**src/rtl/sei_pkg.sv**
```systemverilog
package sei_pkg;
  localparam int unsigned NUM_SRC = 7;
  localparam int unsigned BUS_W   = 8;

  typedef enum logic {
    TGT_CLEAR  = 1'b0,
    TGT_ENABLE = 1'b1
  } wr_target_e;
endpackage

```
**src/rtl/sei_flag_cell.sv**
```systemverilog
module sei_flag_cell (
  input  logic clk,
  input  logic rst,
  input  logic set_i,
  input  logic clr_i,
  output logic flag_o
);
  always_ff @(posedge clk) begin
    if (rst)        flag_o <= 1'b0;
    else if (set_i) flag_o <= 1'b1;
    else if (clr_i) flag_o <= 1'b0;
  end
endmodule

```
**src/rtl/sei_flag_bank.sv**
```systemverilog
module sei_flag_bank #(
  parameter int unsigned N = 7
) (
  input  logic         clk,
  input  logic         rst,
  input  logic [N-1:0] evt_i,
  input  logic         clr_wr_i,
  input  logic [N-1:0] clr_data_i,
  output logic [N-1:0] flags_o
);
  genvar g;
  generate
    for (g = 0; g < N; g++) begin : g_cell
      logic clr_bit;
      assign clr_bit = clr_wr_i & ~clr_data_i[g];
      sei_flag_cell u_cell (
        .clk    (clk),
        .rst    (rst),
        .set_i  (evt_i[g]),
        .clr_i  (clr_bit),
        .flag_o (flags_o[g])
      );
    end
  endgenerate
endmodule

```
**src/rtl/sei_enable_reg.sv**
```systemverilog
module sei_enable_reg #(
  parameter int unsigned N = 7
) (
  input  logic         clk,
  input  logic         rst,
  input  logic         load_i,
  input  logic [N-1:0] data_i,
  output logic [N-1:0] en_o
);
  always_ff @(posedge clk) begin
    if (rst)         en_o <= '0;
    else if (load_i) en_o <= data_i;
  end
endmodule

```
**src/rtl/sei_irq_out.sv**
```systemverilog
module sei_irq_out #(
  parameter int unsigned N = 7
) (
  input  logic         clk,
  input  logic         rst,
  input  logic [N-1:0] flags_i,
  input  logic [N-1:0] en_i,
  output logic         irq_n_o
);
  logic pending;
  assign pending = |(flags_i & en_i);

  always_ff @(posedge clk) begin
    if (rst) irq_n_o <= 1'b1;
    else     irq_n_o <= ~pending;
  end
endmodule

```
**src/rtl/sync_evt_irq_ctrl.sv**
```systemverilog
module sync_evt_irq_ctrl
  import sei_pkg::*;
#(
  parameter int unsigned N_SRC  = NUM_SRC,
  parameter int unsigned DATA_W = BUS_W
) (
  input  logic              clk,
  input  logic              rst,
  input  logic [N_SRC-1:0]  evt_i,
  input  logic              wr_en,
  input  logic              wr_sel,
  input  logic [DATA_W-1:0] wr_data,
  output logic [DATA_W-1:0] rd_data,
  output logic              irq_n
);
  localparam int unsigned PAD_W = DATA_W - N_SRC;

  logic [N_SRC-1:0] flags;
  logic [N_SRC-1:0] enables;
  logic             clr_wr;
  logic             en_wr;

  assign clr_wr = wr_en & (wr_target_e'(wr_sel) == TGT_CLEAR);
  assign en_wr  = wr_en & (wr_target_e'(wr_sel) == TGT_ENABLE);

  sei_flag_bank #(.N(N_SRC)) u_flags (
    .clk        (clk),
    .rst        (rst),
    .evt_i      (evt_i),
    .clr_wr_i   (clr_wr),
    .clr_data_i (wr_data[N_SRC-1:0]),
    .flags_o    (flags)
  );

  sei_enable_reg #(.N(N_SRC)) u_en (
    .clk    (clk),
    .rst    (rst),
    .load_i (en_wr),
    .data_i (wr_data[N_SRC-1:0]),
    .en_o   (enables)
  );

  sei_irq_out #(.N(N_SRC)) u_irq (
    .clk     (clk),
    .rst     (rst),
    .flags_i (flags),
    .en_i    (enables),
    .irq_n_o (irq_n)
  );

  assign rd_data = {{PAD_W{1'b0}}, flags};
endmodule

```
**config.mk**
```make
export PLATFORM = sky130hd
export DESIGN_NAME = sync_evt_irq_ctrl
export DESIGN_NICKNAME = d
export VERILOG_FILES = /design/src/rtl/sei_pkg.sv /design/src/rtl/sei_flag_cell.sv /design/src/rtl/sei_flag_bank.sv /design/src/rtl/sei_enable_reg.sv /design/src/rtl/sei_irq_out.sv /design/src/rtl/sync_evt_irq_ctrl.sv
export SDC_FILE = /design/constraint.sdc
export NUM_CORES = 1
export LEC_CHECK = 0
export BUFFER_PORTS_ARGS = -buffer_cell sky130_fd_sc_hd__buf_2
export CELL_PAD_IN_SITES_DETAIL_PLACEMENT = 0
export CELL_PAD_IN_SITES_GLOBAL_PLACEMENT = 1
export CORE_ASPECT_RATIO = 1.25
export CORE_MARGIN = 3
export CORE_UTILIZATION = 30
export CTS_CLUSTER_DIAMETER = 120
export DETAILED_ROUTE_END_ITERATION = 10
export GPL_ROUTABILITY_DRIVEN = 0
export PLACE_DENSITY_LB_ADDON = 0.1
export SETUP_SLACK_MARGIN = 0.15
export SLEW_MARGIN = 0
export SYNTH_ARGS = -nofsm -noshare
export SYNTH_HDL_FRONTEND = slang
export SYNTH_SLANG_ARGS = --single-unit
```
**constraint.sdc**
```tcl
create_clock -name clk -period 1.12 [get_ports clk]
set_input_delay 0.112 -clock clk [delete_from_list [all_inputs] [get_ports clk]]
set_output_delay 0.112 -clock clk [all_outputs]
set_load 0.01 [all_outputs]
```
== Yosys cells after proc, flatten, opt, wreduce, memory -nomap -nowiden ==
Index checks and enable logic that the tools add are counted.
Word-level totals
  register bits: 15
  word-level logic and storage cells: 50
Operators by class
  muxes and demuxes: 14
  bitwise operators: 19
  reduce and logical (&&, ||, !) cells: 8
Operator list (number)
  2-to-1 mux 1 bit: 14
  nonzero test 2 bit: 7
  AND 1 bit: 9
  NOT 1 bit: 9
  AND 7 bit: 1
  OR reduction 7 bit: 1

== Depth between registers and ports, before layout ==
  word-level depth: 5
  depth in mapped cells: 4
  mapped depth without buffers: 3

== Hierarchy ==
From an unflattened synthesis, not the netlist that was laid out.
Second synthesis, totals
  cell total of the unflattened synthesis: 66
  area total of the unflattened synthesis: 661.9 um^2
By module, submodules not included
  sei_flag_cell: times used 7, cells an instance 4, area an instance 38.8 um^2, sequential area each 20.0 um^2
  sei_enable_reg: times used 1, cells an instance 22, area an instance 247.7 um^2, sequential area each 140.1 um^2
  sei_flag_bank: times used 1, cells an instance 7, area an instance 61.3 um^2, sequential area each 0.0 um^2
  sei_irq_out: times used 1, cells an instance 5, area an instance 53.8 um^2, sequential area each 20.0 um^2
  sync_evt_irq_ctrl: times used 1, cells an instance 4, area an instance 27.5 um^2, sequential area each 0.0 um^2

== Least setup slack after synthesis ==
No wires, ideal clock.
  path kind: reg2reg
  start: reg u_flags.g_cell[1].u_cell.flag_o
  end: reg u_irq.irq_n_o
  arrival time: 783 ps
  required time: 1062 ps
  path slack: 279 ps
  stages on the path, launching flop included: 3
  period minus slack after synthesis: 841 ps
  cell sequence: dfxtp_1 -> a222oi_1 -> a31o_2
On the way
  cells in the longest elaborated chain, start to end: 3
Ends and longest elaborated chain
  start: declaration: line sei_flag_cell.sv:6  | output logic flag_o
  start signal: assignment: line sei_flag_cell.sv:9  | if (rst) flag_o <= 1'b0;
  start signal: assignment: line sei_flag_cell.sv:10  | else if (set_i) flag_o <= 1'b1;
  start signal: assignment: line sei_flag_cell.sv:11  | else if (clr_i) flag_o <= 1'b0;
  AND 7 bit: line sei_irq_out.sv:11  | assign pending = |(flags_i & en_i);
  OR reduction 7 bit: line sei_irq_out.sv:11
  NOT 1 bit: line sei_irq_out.sv:15  | else irq_n_o <= ~pending;
  end signal: assignment: line sei_irq_out.sv:15
  end: declaration: line sei_irq_out.sv:8  | output logic irq_n_o
Every way passes these cells.
A chain may end at the register's enable or synchronous reset.

== Final worst setup path ==
  start: reg u_en.en_o[1]
  end: reg u_irq.irq_n_o
On the way
  cells in the longest elaborated chain, start to end: 3
Ends and longest elaborated chain
  start: declaration: line sei_enable_reg.sv:8  | output logic [N-1:0] en_o
  start signal: assignment: line sei_enable_reg.sv:12  | else if (load_i) en_o <= data_i;
  AND 7 bit: line sei_irq_out.sv:11
  OR reduction 7 bit: line sei_irq_out.sv:11
  NOT 1 bit: line sei_irq_out.sv:15
Every way passes these cells.

==> results.sh <==
export IMPL_numCtsBuffers=3
export IMPL_die_area_sq_um=2700
export IMPL_drive_gt1_frac=0.344
export IMPL_tns_ps=0
export IMPL_grt_usage=0.111
export IMPL_path_max_fanout=2
export IMPL_h_tree_depth=1
export IMPL_clock_sinks=15
export IMPL_yosys_cell_count_top_type="dfxtp_1"
export IMPL_clock_path_buffers=2
export IMPL_crit_required_ps=1340
export IMPL_ys_ff_latch=15
export IMPL_final_setup_skew_ps=0.412
export IMPL_clk_latency_ps=270
export IMPL_p_per_area_nw_per_um2=1400
export IMPL_critical_path_max_stage_delay_ps=350
export IMPL_fmax_ghz=1.09
export IMPL_synth_seq_area_share=0.475
export IMPL_initial_core_util=0.338
export IMPL_via_per_inst=4.85
export IMPL_synth_area_top_cells="dfxtp_1 48%, a21oi_1 11%, buf_4 9.5%"
export IMPL_vdd_drop_max_uv=432
export IMPL_rsz0062_at_grt="yes"
export IMPL_max_cap_violations=0
export IMPL_drt_pass1_iterations=4
export IMPL_antenna_found_initial=0
export IMPL_die_height_um=57.3
export IMPL_path_cells="a222oi_1, a31o_2"
export IMPL_power_leakage_nw=0.337
export IMPL_synth_cell_types=15
export IMPL_drc_errors=0
export IMPL_criticalPathCategory="register to register"
export IMPL_clkSlewWorstSetupHoldPaths_ps=90
export IMPL_fin_crit_sh=0.820
export IMPL_row_count=17
export IMPL_first_iter_violations=10
export IMPL_core_sq_um=1870
export IMPL_ant_nets=0
export IMPL_finalMaxSlewViolations=0
export IMPL_slowest_stage="a222oi_1"
export IMPL_grt_pass1_vias=498
export IMPL_ff2ff_path_depth=2
export IMPL_synth_edff_count=0
export IMPL_synth_top_cell_area_share=0.475
export IMPL_path_buf_inv=0
export IMPL_ioPinCount=28
export IMPL_nNetsFinal=113
export IMPL_grt_ovfl_total=0
export IMPL_hpwlAfterDp_um=1020
export IMPL_syn_nets=94
export IMPL_syn_avg_cell_area_sq_um=8.42
export IMPL_hold_class="input port to register"
export IMPL_grt_pass1_wl_um=2190
export IMPL_wl_per_cell_um=12.2
export IMPL_num_vias=543
export IMPL_ctsRootBufferMaster="clkbuf_4"
export IMPL_wl_um=1360
export IMPL_cp_end_kind="register"
export IMPL_netlist_area_sq_um=632
export IMPL_async_flop_share=0
export IMPL_die_w_um=47.1
export IMPL_syn2layout_area_growth_pct=15.0
export IMPL_yosys_top_cells_count="15 x dfxtp_1, 14 x a21oi_1, 8 x buf_4"
export IMPL_final_cells=112
export IMPL_crit_family="compound AO/OA/AOI/OAI gates"
export IMPL_ys_flop_type="dfxtp_1"
export IMPL_hold_viol_final=0
export IMPL_worstHoldPathCells=3
export IMPL_diodes=0
export IMPL_dp_cells=108
export IMPL_port_buffers=25
export IMPL_cts_tree="yes"
export IMPL_cp_depth=2
export IMPL_ys_warn_count=0
export IMPL_synthCells=75
export IMPL_status="completed"
export IMPL_cp_start_kind="register"
export IMPL_cp_data_arrival_time_ps=1140
export IMPL_setup_viol=0
export IMPL_synth_area_leader_cell="dfxtp_1"
export IMPL_postCtsSetupBuffers=0
export IMPL_grt_max_degree=16
export IMPL_period_needed_ps=919
==> tightest hold or removal path: cells and delay by family <==
| family | cells | cell delay (ps) |
|---|---|---|
| buffers and inverters | 2 | 130 |
| AO/OA/AOI/OAI | 1 | 40 |
==> path summary, 6_finish.rpt <==
kind | start | to | slack, ps
max | u_en.en_o[1] | u_irq.irq_n_o | 200
min | evt_i[3] | u_flags.g_cell[3].u_cell.flag_o | 60
max reg2reg | u_en.en_o[1] | u_irq.irq_n_o | 200
min reg2reg | u_en.en_o[2] | u_en.en_o[2] | 460
==> through the flow <==
step                instance area, sq um  utilization  power (W)  hold WS, ps  worst slack (ps)
finish                               727        0.388    0.00102         60.0               201
global route                         727        0.388    0.00109         61.0               132
CTS                                  726        0.388    0.00104         54.0               182
detailed placement                   699        0.374   0.000736          352               203
global placement                     699        0.374   0.000733          348               206
floorplan                            632            -   0.000696          181               279
==> routing by layer <==
layer	wire (um)	global-route usage	part of all wire	vias to the layer above
li1	-	-	-	279
met1	583	0.144	0.43	248
met2	676	0.173	0.50	14
met3	92	0.0221	0.067	2
met4	12	0.0474	0.0088	0
met5	0	0	0	-
==> timing repair <==
action	4_1_cts	5_1_grt
gates resized for setup	0	1
setup endpoints to repair	0	1
hold buffers	0	0
==> state kept, by name, summed over array words and instances, names as in the netlist <==
| signal | count |
|---|---|
| u_flags.g_cell.u_cell.flag_o | 7 |
| u_en.en_o | 7 |
| u_irq.irq_n_o | 1 |
==> cells by family after synthesis <==
logic type      synth area share
simple gates               0.129
other cells              0.00593
buf+inv                    0.170
compound gates             0.220
flops                      0.475
==> final cells by class <==
| cell class | instances | area (sq um) |
|---|---|---|
| Fill cell | 219 | 1140 |
| Tap cell | 19 | 23.8 |
| Timing Repair Buffer | 25 | 125 |
| Sequential cell | 15 | 302 |
| Multi-Input combinational cell | 42 | 224 |
| Inverter | 7 | 26.3 |
| Clock buffer | 4 | 26.3 |
==> cell usage in the layout, fill, tap and decap left out <==
cell and n:
a222oi_1 1, o21ai_0 7, dfxtp_2 1, buf_2 25
nand2_2 1, clkbuf_1 1, nand2_1 7, inv_1 7
clkbuf_4 3, a21oi_1 14, nand2b_4 1, dfxtp_1 14
conb_1 1, a22oi_1 2, a31o_2 1, nand3_1 7
==> power by group <==
part | leakage [nW] | total (W) | switching (W) | internal (W)
combinational | 0.197 | 0.000135 | 0.0000739 | 0.0000611
sequential | 0.125 | 0.000584 | 0.0000180 | 0.000566
clock | 0.0150 | 0.000299 | 0.000162 | 0.000138
No activity file was read; power rests on OpenSTA's default activity.
